$ cat config.mk
export PLATFORM = sky130hd
export DESIGN_NAME = sar_readout_ctrl
export DESIGN_NICKNAME = d
export VERILOG_FILES = /design/src/rtl/sar_rd_pkg.sv /design/src/rtl/sar_rd_tick.sv /design/src/rtl/sar_rd_seq.sv /design/src/rtl/sar_rd_capture.sv /design/src/rtl/sar_readout_ctrl.sv
export SDC_FILE = /design/constraint.sdc
export NUM_CORES = 1
export LEC_CHECK = 0
export BUFFER_PORTS_ARGS = -buffer_cell sky130_fd_sc_hd__buf_2
export CORE_ASPECT_RATIO = 0.5
export CORE_UTILIZATION = 59
export DETAILED_ROUTE_END_ITERATION = 7
export PLACE_DENSITY_LB_ADDON = 0.2
export SLEW_MARGIN = 30
export SYNTH_ARGS = -nofsm -noshare
export SYNTH_HDL_FRONTEND = slang
export SYNTH_SLANG_ARGS = --single-unit
$ cat constraint.sdc
create_clock -name clk_i -period 3.5 [get_ports clk_i]
set_clock_uncertainty 0.1 [all_clocks]
set_input_delay 0.7 -clock clk_i [delete_from_list [all_inputs] [get_ports clk_i]]
set_output_delay 0.7 -clock clk_i [all_outputs]
set_load 0.03 [all_outputs]
$ cat src/rtl/sar_rd_pkg.sv
package sar_rd_pkg;
  typedef enum logic [1:0] {ST_IDLE, ST_SETUP, ST_RUN, ST_GAP} st_e;
endpackage

$ cat src/rtl/sar_rd_tick.sv
module sar_rd_tick #(
  parameter int DIV_W = 8
) (
  input  logic             clk_i,
  input  logic             rst_ni,
  input  logic             run_i,
  input  logic [DIV_W-1:0] div_i,
  output logic             tick_o
);
  logic [DIV_W-1:0] cnt_q;

  always_ff @(posedge clk_i or negedge rst_ni) begin
    if (!rst_ni)             cnt_q <= '0;
    else if (!run_i)         cnt_q <= '0;
    else if (cnt_q == div_i) cnt_q <= '0;
    else                     cnt_q <= cnt_q + 1'b1;
  end

  assign tick_o = run_i && (cnt_q == div_i);
endmodule

$ cat src/rtl/sar_rd_seq.sv
module sar_rd_seq
  import sar_rd_pkg::*;
#(
  parameter int DATA_W      = 16,
  parameter int SAMPLE_CLKS = 5,
  parameter int DIV_W       = 8,
  parameter int NB_W        = 5,
  parameter int RC_W        = 6
) (
  input  logic             clk_i,
  input  logic             rst_ni,
  input  logic             start_i,
  input  logic [DIV_W-1:0] div_i,
  input  logic [NB_W-1:0]  nbits_i,
  input  logic             verify_i,
  input  logic             tick_i,
  output logic [DIV_W-1:0] div_q_o,
  output logic             busy_o,
  output logic             cs_no,
  output logic             sclk_o,
  output logic             done_o,
  output logic             begin_o,
  output logic             rise_o,
  output logic [RC_W-1:0]  rise_num_o,
  output logic             fin_o,
  output logic             chk_o
);
  localparam int NULL_RISE = SAMPLE_CLKS + 1;
  localparam logic [RC_W-1:0] NULL_R = RC_W'(NULL_RISE);
  localparam logic [RC_W-1:0] ALL_R  = RC_W'(NULL_RISE + 2*DATA_W - 1);

  st_e             state_q;
  logic [RC_W-1:0] rc_q, last_rise;
  logic [NB_W-1:0] n_q, n_eff;
  logic            chk_q;

  assign n_eff = (nbits_i == '0 || nbits_i > NB_W'(DATA_W)) ? NB_W'(DATA_W) : nbits_i;
  assign last_rise = chk_q ? ALL_R : NULL_R + RC_W'(n_q);

  assign begin_o    = (state_q == ST_IDLE) && start_i;
  assign rise_o     = tick_i && ((state_q == ST_SETUP) || (state_q == ST_RUN && !sclk_o));
  assign rise_num_o = rc_q + 1'b1;
  assign fin_o      = tick_i && (state_q == ST_RUN) && sclk_o && (rc_q == last_rise);
  assign busy_o     = (state_q != ST_IDLE);
  assign chk_o      = chk_q;

  always_ff @(posedge clk_i or negedge rst_ni) begin
    if (!rst_ni) begin
      state_q <= ST_IDLE;
      cs_no   <= 1'b1;
      sclk_o  <= 1'b0;
      done_o  <= 1'b0;
      rc_q    <= '0;
      n_q     <= NB_W'(DATA_W);
      chk_q   <= 1'b0;
      div_q_o <= '0;
    end else begin
      done_o <= 1'b0;
      unique case (state_q)
        ST_IDLE: if (start_i) begin
          state_q <= ST_SETUP;
          cs_no   <= 1'b0;
          rc_q    <= '0;
          n_q     <= n_eff;
          chk_q   <= verify_i && (n_eff == NB_W'(DATA_W));
          div_q_o <= div_i;
        end
        ST_SETUP: if (tick_i) begin
          state_q <= ST_RUN;
          sclk_o  <= 1'b1;
          rc_q    <= rise_num_o;
        end
        ST_RUN: if (tick_i) begin
          if (sclk_o) begin
            sclk_o <= 1'b0;
            if (rc_q == last_rise) begin
              cs_no   <= 1'b1;
              done_o  <= 1'b1;
              state_q <= ST_GAP;
            end
          end else begin
            sclk_o <= 1'b1;
            rc_q   <= rise_num_o;
          end
        end
        ST_GAP: if (tick_i) state_q <= ST_IDLE;
        default: state_q <= ST_IDLE;
      endcase
    end
  end


  cs_rise_done_chk: assert property (@(posedge clk_i) disable iff (!rst_ni)
    $rose(cs_no) |-> done_o);

  done_pulse_chk: assert property (@(posedge clk_i) disable iff (!rst_ni)
    done_o |=> !done_o);

  busy_ignore_chk: assert property (@(posedge clk_i) disable iff (!rst_ni)
    (state_q != ST_IDLE && start_i) |=> ($stable(div_q_o) && $stable(n_q) && $stable(chk_q)));

  rise_limit_chk: assert property (@(posedge clk_i) disable iff (!rst_ni)
    (state_q == ST_RUN) |-> (rc_q <= last_rise));
endmodule

$ cat src/rtl/sar_rd_capture.sv
module sar_rd_capture #(
  parameter int DATA_W      = 16,
  parameter int SAMPLE_CLKS = 5,
  parameter int RC_W        = 6
) (
  input  logic              clk_i,
  input  logic              rst_ni,
  input  logic              begin_i,
  input  logic              rise_i,
  input  logic [RC_W-1:0]   rise_num_i,
  input  logic              chk_i,
  input  logic              fin_i,
  input  logic              sdo_i,
  output logic [DATA_W-1:0] result_o,
  output logic              err_o
);
  localparam int IW = $clog2(DATA_W);
  localparam logic [RC_W-1:0] NULL_R  = RC_W'(SAMPLE_CLKS + 1);
  localparam logic [RC_W-1:0] FIRST_R = RC_W'(SAMPLE_CLKS + 2);
  localparam logic [RC_W-1:0] LAST_R  = RC_W'(SAMPLE_CLKS + 1 + DATA_W);

  logic [DATA_W-1:0] data_q;
  logic              err_q, is_null, in_data, in_rep;
  logic [RC_W-1:0]   data_off, rep_off;
  logic [IW-1:0]     data_idx, rep_idx;

  always_comb begin
    is_null  = rise_i && (rise_num_i == NULL_R);
    in_data  = rise_i && (rise_num_i >= FIRST_R) && (rise_num_i <= LAST_R);
    in_rep   = rise_i && chk_i && (rise_num_i > LAST_R);
    data_off = LAST_R - rise_num_i;
    rep_off  = rise_num_i - LAST_R;
    data_idx = data_off[IW-1:0];
    rep_idx  = rep_off[IW-1:0];
  end

  always_ff @(posedge clk_i or negedge rst_ni) begin
    if (!rst_ni) begin
      data_q   <= '0;
      err_q    <= 1'b0;
      result_o <= '0;
      err_o    <= 1'b0;
    end else begin
      if (begin_i) begin
        data_q <= '0;
        err_q  <= 1'b0;
      end else begin
        if (in_data) data_q[data_idx] <= sdo_i;
        if (is_null && sdo_i) err_q <= 1'b1;
        if (in_rep && (sdo_i != data_q[rep_idx])) err_q <= 1'b1;
      end
      if (fin_i) begin
        result_o <= data_q;
        err_o    <= err_q;
      end
    end
  end


  null_bit_chk: assert property (@(posedge clk_i) disable iff (!rst_ni)
    (is_null && sdo_i) |=> err_q);

  result_hold_chk: assert property (@(posedge clk_i) disable iff (!rst_ni)
    !fin_i |=> ($stable(result_o) && $stable(err_o)));
endmodule

$ cat src/rtl/sar_readout_ctrl.sv
module sar_readout_ctrl #(
  parameter int DATA_W      = 16,
  parameter int SAMPLE_CLKS = 5,
  parameter int DIV_W       = 8,
  parameter int NB_W        = $clog2(DATA_W + 1),
  localparam int RC_W       = $clog2(SAMPLE_CLKS + 2*DATA_W + 1)
) (
  input  logic              clk_i,
  input  logic              rst_ni,
  input  logic              start_i,
  input  logic [DIV_W-1:0]  div_i,
  input  logic [NB_W-1:0]   nbits_i,
  input  logic              verify_i,
  input  logic              sdo_i,
  output logic              cs_no,
  output logic              sclk_o,
  output logic              busy_o,
  output logic [DATA_W-1:0] result_o,
  output logic              done_o,
  output logic              err_o
);
  logic [DIV_W-1:0] div_q;
  logic             tick, begin_ev, rise_ev, fin_ev, chk;
  logic [RC_W-1:0]  rise_num;

  sar_rd_tick #(.DIV_W(DIV_W)) u_tick (
    .clk_i, .rst_ni, .run_i(busy_o), .div_i(div_q), .tick_o(tick)
  );

  sar_rd_seq #(
    .DATA_W(DATA_W), .SAMPLE_CLKS(SAMPLE_CLKS), .DIV_W(DIV_W), .NB_W(NB_W), .RC_W(RC_W)
  ) u_seq (
    .clk_i, .rst_ni, .start_i, .div_i, .nbits_i, .verify_i,
    .tick_i(tick), .div_q_o(div_q), .busy_o, .cs_no, .sclk_o, .done_o,
    .begin_o(begin_ev), .rise_o(rise_ev), .rise_num_o(rise_num), .fin_o(fin_ev), .chk_o(chk)
  );

  sar_rd_capture #(
    .DATA_W(DATA_W), .SAMPLE_CLKS(SAMPLE_CLKS), .RC_W(RC_W)
  ) u_cap (
    .clk_i, .rst_ni, .begin_i(begin_ev), .rise_i(rise_ev), .rise_num_i(rise_num),
    .chk_i(chk), .fin_i(fin_ev), .sdo_i, .result_o, .err_o
  );


  sclk_idle_chk: assert property (@(posedge clk_i) disable iff (!rst_ni)
    cs_no |-> !sclk_o);

  gap_select_chk: assert property (@(posedge clk_i) disable iff (!rst_ni)
    $fell(busy_o) |-> cs_no);
endmodule

==> results.ini <==
[pwr]
p_per_area_nw_per_um2 = 756
comb_power_share = 0.399
p_total_mw = 3.29
clockPowerShare = 0.265
p_sw_mw = 1.25
p_leak_nw = 2.19
p_seq_frac = 0.336
p_int_mw = 2.04
p_sw_frac = 0.381
ir_drop_mv = 0.428

[grt]
grt_max_degree = 36
grt_pass1_vias = 2608
track_usage = 0.250
grt_overflow_total = 0
grt_pass1_wl_um = 12500
antenna_found_initial = 0

[cts]
ctsResizeCount = 0
cts-root-buf = clkbuf_16
clock_latency_ns = 0.34
cts_max_path_buffers = 2
cts_buffers = 9
clkTransAtPathRegs_ns = 0.05
clock-sinks = 67
post_cts_buffers = 0
cts_hold_buf = 0
cts.htree.levels = 3
cts_tree = built

[timing]
fmax_mhz = 349
fin_tns_setup_ns = 0
period_needed_ns = 2.86
final-max-slew-violation-count = 0
worst_pin_slew_ns = 0.747
rsz0062_at_grt = no
hold_viol = 0
slew_headroom = 0.501
fin_crit_sh = 0.818
setup_viol = 0

[status]
status = completed

[synthesis]
yosys-top-cells-area = dfrtp_1 43%, mux2i_1 6.1%, ha_1 5.6%
yosysSeqAreaShare = 0.444
synth_edf_count = 0
ys_ff_latch = 67
synth_fp_nets = 371
yosys.cell_types.count = 51
synth.most_common_cell = dfrtp_1
avgSynthCellArea_um2 = 11.3
yosysTopAreaCellShare = 0.430
synthCells = 336
async_reset_ff_frac = 1.00
yosysTopAreaCell = dfrtp_1
synth_ff_type = dfrtp_1
yosysWarningCount = 0
syn_area_um2 = 3780
netlist_top_cells_count = 65 x dfrtp_1, 39 x nand2_1, 23 x mux2i_1, 21 x nand4_1, 18 x mux2_2

[finish]
n_antenna_cell = 0
instances_no_fill = 473
syn_to_final_growth_pct = 15.0
fin_nets = 415
final_layout_size_suffix_gt1_frac = 0.252
final_design_area_no_fill_um2 = 4350
utilization = 0.710

[placement]
numPortBuffers = 38
place_inst = 457
place.gp.congestion = 0.869
placed_area_um2 = 4060
dp_hpwl_um = 5430

[route]
dr_total_vias = 2685
drt_first_iter_violations = 110
antenna_left = 0
wl_um = 7410
drc = 0
viasPerCell = 5.68
first_pass_iters = 4
wire_per_inst_um = 15.7

[die]
start_util = 0.617
die_h_um = 58.6
io_pins = 39
fp.coreArea_um2 = 6130
row_count = 20
die-area_um2 = 6750
chipWidth_um = 115

[worst_hold_path]
min_path_type = input pin to async pin

[worst_setup_path]
critPathMaxStageDelay_ns = 0.55
critPathSlowestCell = dfrtp_1
critPathKind = flip-flop to flip-flop
cp-end-kind = flip-flop
cp_max_fo = 16
worst_setup_path_start_kind = flip-flop
path_cells = inv_1, ha_1, ha_1, nand2_1, nand3_1, a21oi_1, nor4_4, buf_4, nand4_1, mux2i_1
crit_path_frequent_cell = ha_1
timing.critical_path.required_ns = 3.58
cp.arrival_ns = 2.94

[flow_run]
maxCapViolations = 0

flip-flops by register name, indices dropped and copies added (netlist names):
signal          count
u_cap.data_q       16
u_cap.result_o     16
u_seq.div_q_o       8
u_tick.cnt_q        8
u_seq.rc_q          6
u_seq.n_q           5
u_seq.state_q       2
u_cap.err_o         1
u_cap.err_q         1
u_seq.chk_o         1
u_seq.cs_no         1
u_seq.done_o        1
u_seq.sclk_o        1
final timing paths:
| check | start | to | slack (ns) | depth (start not counted) |
|---|---|---|---|---|
| max in group asynchronous | rst_ni | u_seq.cs_no | 2.66 | 2 |
| min in group clk_i | u_seq.cs_no | u_seq.cs_no | 0.38 | 2 |
| setup reg to reg | u_seq.rc_q[1] | u_cap.data_q[9] | 0.64 | 10 |
| setup / recovery | u_seq.rc_q[1] | u_cap.data_q[9] | 0.64 | 10 |
| hold reg to reg | u_seq.cs_no | u_seq.cs_no | 0.38 | 2 |
| hold / removal | rst_ni | u_cap.result_o[10] | 0.30 | 2 |
cell usage in the layout (no fill, tap or decap), types with 13 or more instances in the layout:
master / count
xnor2_1: 13
mux2_2: 18
dfrtp_1: 65
mux2i_1: 23
xor2_1: 13
buf_2: 38
ha_1: 17
nor2_1: 14
inv_1: 14
nand4_1: 21
nand2_1: 39
power groups by stage:
stage / sequential, mW / combinational, mW / clock (mW)
detailed placement: 1.12 / 1.31 / 0
finish: 1.10 / 1.31 / 0.872
CTS: 1.10 / 1.32 / 0.890
global route: 1.13 / 1.46 / 0.926
floorplan: 1.09 / 1.00 / 0
global placement: 1.10 / 1.25 / 0
routing by layer:
metal  up-vias  global-route usage  share of wire  wire length, µm
met1      1308               0.316           0.46             3400
met2        73               0.410           0.47             3500
li1       1291                   -              -                -
met4         0              0.0909          0.015              110
met3        13              0.0793          0.054              400
met5         -                   0              0                0
area by class of cell:
type | count | area, µm²
Multi-Input combinational cell | 243 | 1980
Inverter | 14 | 52.6
Timing Repair Buffer | 45 | 243
Clock buffer | 12 | 236
Fill cell | 460 | 1780
Tap cell | 88 | 110
Clock inverter | 4 | 51.3
Sequential cell | 67 | 1680
worst max-delay path, delay by kind of cell, from the launching register on:
kind | cells | cell delay (ns)
AO/OA/AOI/OAI | 1 | 0.12
AND/OR/NAND/NOR | 4 | 0.62
multiplexers | 1 | 0.18
flip-flops | 1 | 0.55
buffers and inverters | 2 | 0.38
adder cells (fa/ha/maj) | 2 | 0.76
stage by stage:
| step | setup slack [ns] | hold WS (ns) |
|---|---|---|
| floorplan | 0.886 | 0.304 |
| global placement | 0.785 | 0.362 |
| detailed placement | 0.681 | 0.367 |
| CTS | 0.625 | 0.310 |
| global route | 0.417 | 0.323 |
| finish | 0.637 | 0.299 |
cell families (layout without fill, tap and decap cells):
family | count (synthesis) | after routing | synth area share
adders and majority gates | 17 | 17 | 0.0562
muxes | 55 | 55 | 0.178
and+or+nand+nor | 112 | 112 | 0.159
buffers and inverters | 26 | 75 | 0.0331
AOI/OAI and AO/OA | 30 | 30 | 0.0526
xor gates and xnor gates | 29 | 29 | 0.0767
DFF | 67 | 67 | 0.444
Power figures use the tool's default switching activity.
